### src/rtl/arith_cmp_pkg.sv
package arith_cmp_pkg;

  typedef enum logic {
    MODE_ADD = 1'b0,
    MODE_SUB = 1'b1
  } arith_mode_e;

  typedef struct packed {
    logic neg;
    logic zero;
    logic pos;
    logic ne;
  } cmp_flags_t;

  localparam cmp_flags_t FLAGS_OF_ZERO = '{neg: 1'b0, zero: 1'b1, pos: 1'b0, ne: 1'b0};

endpackage

### src/rtl/twos_negator.sv
module twos_negator #(
  parameter int W = 8
) (
  input  logic [W-1:0] val,
  output logic [W-1:0] neg_val
);
  logic [W-1:0] inv;
  logic [W-1:0] inc_c;

  assign inv      = ~val;
  assign inc_c[0] = 1'b1;

  genvar i;
  generate
    for (i = 0; i < W; i++) begin : g_inc
      assign neg_val[i] = inv[i] ^ inc_c[i];
      if (i < W - 1) begin : g_carry
        assign inc_c[i+1] = inv[i] & inc_c[i];
      end
    end
  endgenerate
endmodule

### src/rtl/ripple_adder.sv
module ripple_adder #(
  parameter int W = 8
) (
  input  logic [W-1:0] x,
  input  logic [W-1:0] y,
  output logic [W-1:0] s,
  output logic         cout
);
  logic [W:0] c;

  assign c[0] = 1'b0;

  genvar i;
  generate
    for (i = 0; i < W; i++) begin : g_fa
      logic p;
      assign p      = x[i] ^ y[i];
      assign s[i]   = p ^ c[i];
      assign c[i+1] = (x[i] & y[i]) | (p & c[i]);
    end
  endgenerate

  assign cout = c[W];
endmodule

### src/rtl/cmp_flag_gen.sv
module cmp_flag_gen
  import arith_cmp_pkg::*;
#(
  parameter int W = 8
) (
  input  logic [W-1:0] res,
  output cmp_flags_t   flags
);
  logic is_neg;
  logic is_zero;

  assign is_neg  = res[W-1];
  assign is_zero = ~(|res);

  always_comb begin
    flags.neg  = is_neg;
    flags.zero = is_zero;
    flags.pos  = ~is_neg & ~is_zero;
    flags.ne   = ~is_zero;
  end
endmodule

### src/rtl/arith_cmp_unit.sv
module arith_cmp_unit
  import arith_cmp_pkg::*;
#(
  parameter int W = 8
) (
  input  logic         clk,
  input  logic         rst,
  input  logic [W-1:0] op_a,
  input  logic [W-1:0] op_b,
  input  logic         sub_mode,
  output logic [W-1:0] sum_q,
  output logic         carry_q,
  output logic         neg_q,
  output logic         zero_q,
  output logic         pos_q,
  output logic         ne_q
);
  arith_mode_e  mode;
  logic [W-1:0] b_neg;
  logic [W-1:0] b_sel;
  logic [W-1:0] sum_d;
  logic         carry_d;
  cmp_flags_t   flags_d;
  cmp_flags_t   flags_q;

  assign mode = arith_mode_e'(sub_mode);

  twos_negator #(.W(W)) u_neg (
    .val     (op_b),
    .neg_val (b_neg)
  );

  genvar i;
  generate
    for (i = 0; i < W; i++) begin : g_sel
      assign b_sel[i] = (mode == MODE_SUB) ? b_neg[i] : op_b[i];
    end
  endgenerate

  ripple_adder #(.W(W)) u_add (
    .x    (op_a),
    .y    (b_sel),
    .s    (sum_d),
    .cout (carry_d)
  );

  cmp_flag_gen #(.W(W)) u_flags (
    .res   (sum_d),
    .flags (flags_d)
  );

  always_ff @(posedge clk) begin
    if (rst) begin
      sum_q   <= '0;
      carry_q <= 1'b0;
      flags_q <= FLAGS_OF_ZERO;
    end else begin
      sum_q   <= sum_d;
      carry_q <= carry_d;
      flags_q <= flags_d;
    end
  end

  assign neg_q  = flags_q.neg;
  assign zero_q = flags_q.zero;
  assign pos_q  = flags_q.pos;
  assign ne_q   = flags_q.ne;
endmodule

### config.mk
export PLATFORM = sky130hd
export DESIGN_NAME = arith_cmp_unit
export DESIGN_NICKNAME = d
export VERILOG_FILES = /design/src/rtl/arith_cmp_pkg.sv /design/src/rtl/twos_negator.sv /design/src/rtl/ripple_adder.sv /design/src/rtl/cmp_flag_gen.sv /design/src/rtl/arith_cmp_unit.sv
export SDC_FILE = /design/constraint.sdc
export NUM_CORES = 1
export LEC_CHECK = 0
export ABC_AREA = 1
export CORE_ASPECT_RATIO = 1.25
export CORE_MARGIN = 3
export CORE_UTILIZATION = 44
export DETAILED_ROUTE_END_ITERATION = 8
export PLACE_DENSITY_LB_ADDON = 0.25
export SLEW_MARGIN = 20
export SYNTH_ARGS = -nofsm -noshare
export SYNTH_HDL_FRONTEND = slang
export SYNTH_SLANG_ARGS = --single-unit
### constraint.sdc
create_clock -name clk -period 10.6 [get_ports clk]
set_input_delay 2.12 -clock clk [delete_from_list [all_inputs] [get_ports clk]]
set_output_delay 2.12 -clock clk [all_outputs]
set_load 0.1 [all_outputs]
==> reports/metrics.csv <==
metric;value;unit
final setup vio count;0;
required time worst endpoint;10.75;ns
worst vdd ir;0.00005574;V
Seq/Total Area, Yosys;0.3288;
status;complete, no violations;
DR pass1 iterations;4;
GPL Wtd Cong;0.6842;
CP bufs+invs;3;
Hold EP;sum_q[4];
Worst-path clk slew;0.06;ns
most used cell, CP;fa_1;
CP arrival;6.41;ns
Longest Clk Path Bufs;2;
Max Cap Viol;0;
sw frac;0.4686;
dpl ws;4.064;ns
Syn-to-layout area delta;45.21;%
via count;569;
post-route ant nets;0;
critical path's slowest cell;clkdlybuf4s50_1;
CP max FO;13;
worst hold path class;in -> reg;
leakage;0.5078;nW
Fin. Hold Viols;0;
largest net degree at the start of global routing;14;
1st-iter DRT viols;5;
CTS root buf;clkbuf_4;
unique cell type count in the Yosys netlist;14;
slew margin rel.;0.3501;
vias in the first global route;526;
Buffers on Ports;31;
Die W;42.45;um
fin crit period;6.260;ns
Die ar.;2189;um2
Mapped Nets;115;
Switch Pwr;0.08036;mW
Cell Area, Placed;1039;um2
Syn Inst Count;82;
number of buffers created by CTS;3;
post-CTS setup buffers;0;
global-route wire length before repair;2.001;mm
Hold Path Depth;2;
crit-path max cell delay;0.68;ns
Slew Limit Fails;0;
Yosys reg bits;12;
Power Density;161.6;nW/um2
Setup TNS Final;0;ns
internal power;0.09112;mW
Placed Instances;127;
Finished Cell Area;1061;um2
Clk pwr share;0.145;
remaining global-route overflow;0;
CP Launch Type;input port;
io pins;32;
RSZ-0062 raised after global routing;no;
Initial Util;0.4991;
Synth warnings;0;
hold_sp;rst;
routed wire length per instance;9.354;um
f_max;0.1597;GHz
critical path, cell by cell;clkdlybuf4s50_1, nor2_2, a21oi_2, fa_1, fa_1, fa_1, fa_1, fa_1, fa_1, inv_1, fa_1, inv_1, nand2_1, nor2_1, nand2_1, nand2_2, nor2_1;
Crit path max-delay family;adder cells;
CTS tree;built;
actual slew at the worst max-slew pin;0.9718;ns
clk sinks;12;
average size of a mapped cell;8.911;um2
diode count;0;
Total GRT Usage;0.1222;
vias per cell;4.377;
post-route clock period utilization;0.5906;
Setup CP Type;in -> reg;
final wirelength;1.216;mm
core area;1464;um2
layout cells sized above 1;0.1062;
Comb power frac;0.548;
cts repair resizes;0;
row cnt;15;
Post-Layout Cell Count;130;
# DRC;0;
initial antenna violation count;0;
Hold Buf Count CTS;0;
CP endpoint kind;register;
Die Y;51.56;um
nets;148;
H-tree depth reported by CTS;1;
DP HPWL;1.146;mm
mapped cell area;730.7;um2
worst setup margin;4.340;ns
Sequential Power Share;0.307;
placed cells by master (no fill, tap or decap):
cell type,Yosys,routed
nor2_2,4,4
a21oi_2,4,4
nand2_2,1,1
dfxtp_1,12,12
clkdlybuf4s50_1,0,31
fa_1,7,7
xnor2_1,1,1
clkbuf_4,0,3
inv_1,21,21
ha_1,7,7
nand2_1,6,6
a21oi_1,2,2
nor2_1,14,14
layout make-up:
class / count / area, um2
Clock buffer: 3 / 22.52
Inverter: 21 / 78.83
Multi-Input combinational cell: 46 / 387.9
Tap cell: 17 / 21.27
Timing Repair Buffer: 31 / 310.3
Sequential cell: 12 / 240.2
Fill cell: 133 / 402.9
sequential cells by signal, indices dropped and copies added (netlist names):
register	flops
sum_q	7
carry_q	1
ne_q	1
neg_q	1
pos_q	1
zero_q	1
synth_stat cells:
cell type  count  area, um2
ha_1           7      87.58
nor2_1        14      52.55
buf_6          1      11.26
buf_2          1      5.000
nand2_2        1      6.260
xnor2_1        1      8.760
inv_1         21      78.83
fa_1           7      140.1
buf_4          1      7.510
dfxtp_1       12      240.2
a21oi_2        4      35.03
nor2_2         4      25.02
a21oi_1        2      10.01
nand2_1        6      22.52
stage by stage:
step | hold slack, ns | power (mW) | util
finish | 2.611 | 0.1715 | 0.7248
global route | 2.626 | 0.1812 | 0.7248
CTS | 2.598 | 0.1736 | 0.7248
detailed placement | 2.870 | 0.1482 | 0.7094
global placement | 2.863 | 0.1464 | 0.7094
floorplan | 2.350 | 0.1255 | -
worst max-delay path by stage:
stage                         from    end  slack [ns]  depth (start not counted)
after floorplan            op_b[1]  pos_q        4.89                         17
after global placement    sub_mode  pos_q        4.21                         17
after detailed placement  sub_mode  pos_q        4.06                         17
after CTS                 sub_mode  pos_q        4.35                         17
after global routing      sub_mode   ne_q        4.23                         17
final                     sub_mode  pos_q        4.34                         17
power groups by stage:
stage          clock network (mW)  logic (mW)  registers, mW
3_5_place_dp                    0      0.0944         0.0539
6_report                   0.0248      0.0940         0.0527
2_1_floorplan                   0      0.0273         0.0983
3_3_place_gp                    0      0.0928         0.0535
4_1_cts                    0.0262      0.0946         0.0528
5_1_grt                    0.0292      0.0987         0.0533
kinds of logic after synthesis:
logic type | after synthesis | synth area share
adders and majority gates | 14 | 0.3116
xor gates and xnor gates | 1 | 0.01199
and+or+nand+nor | 25 | 0.1455
AOI/OAI and AO/OA | 6 | 0.06164
DFF | 12 | 0.3288
buffers and inverters | 24 | 0.1404
per-layer routing:
layer  up-vias  wire length [um]  part of all wire  GRT usage
met4         0                 5            0.0041    0.06218
met3         2                81             0.067    0.03114
li1        299                 -                 -          -
met2        23               705              0.58     0.2411
met5         -                 0                 0          0
met1       245               424              0.35     0.1118
Power figures use the tool's default switching activity.
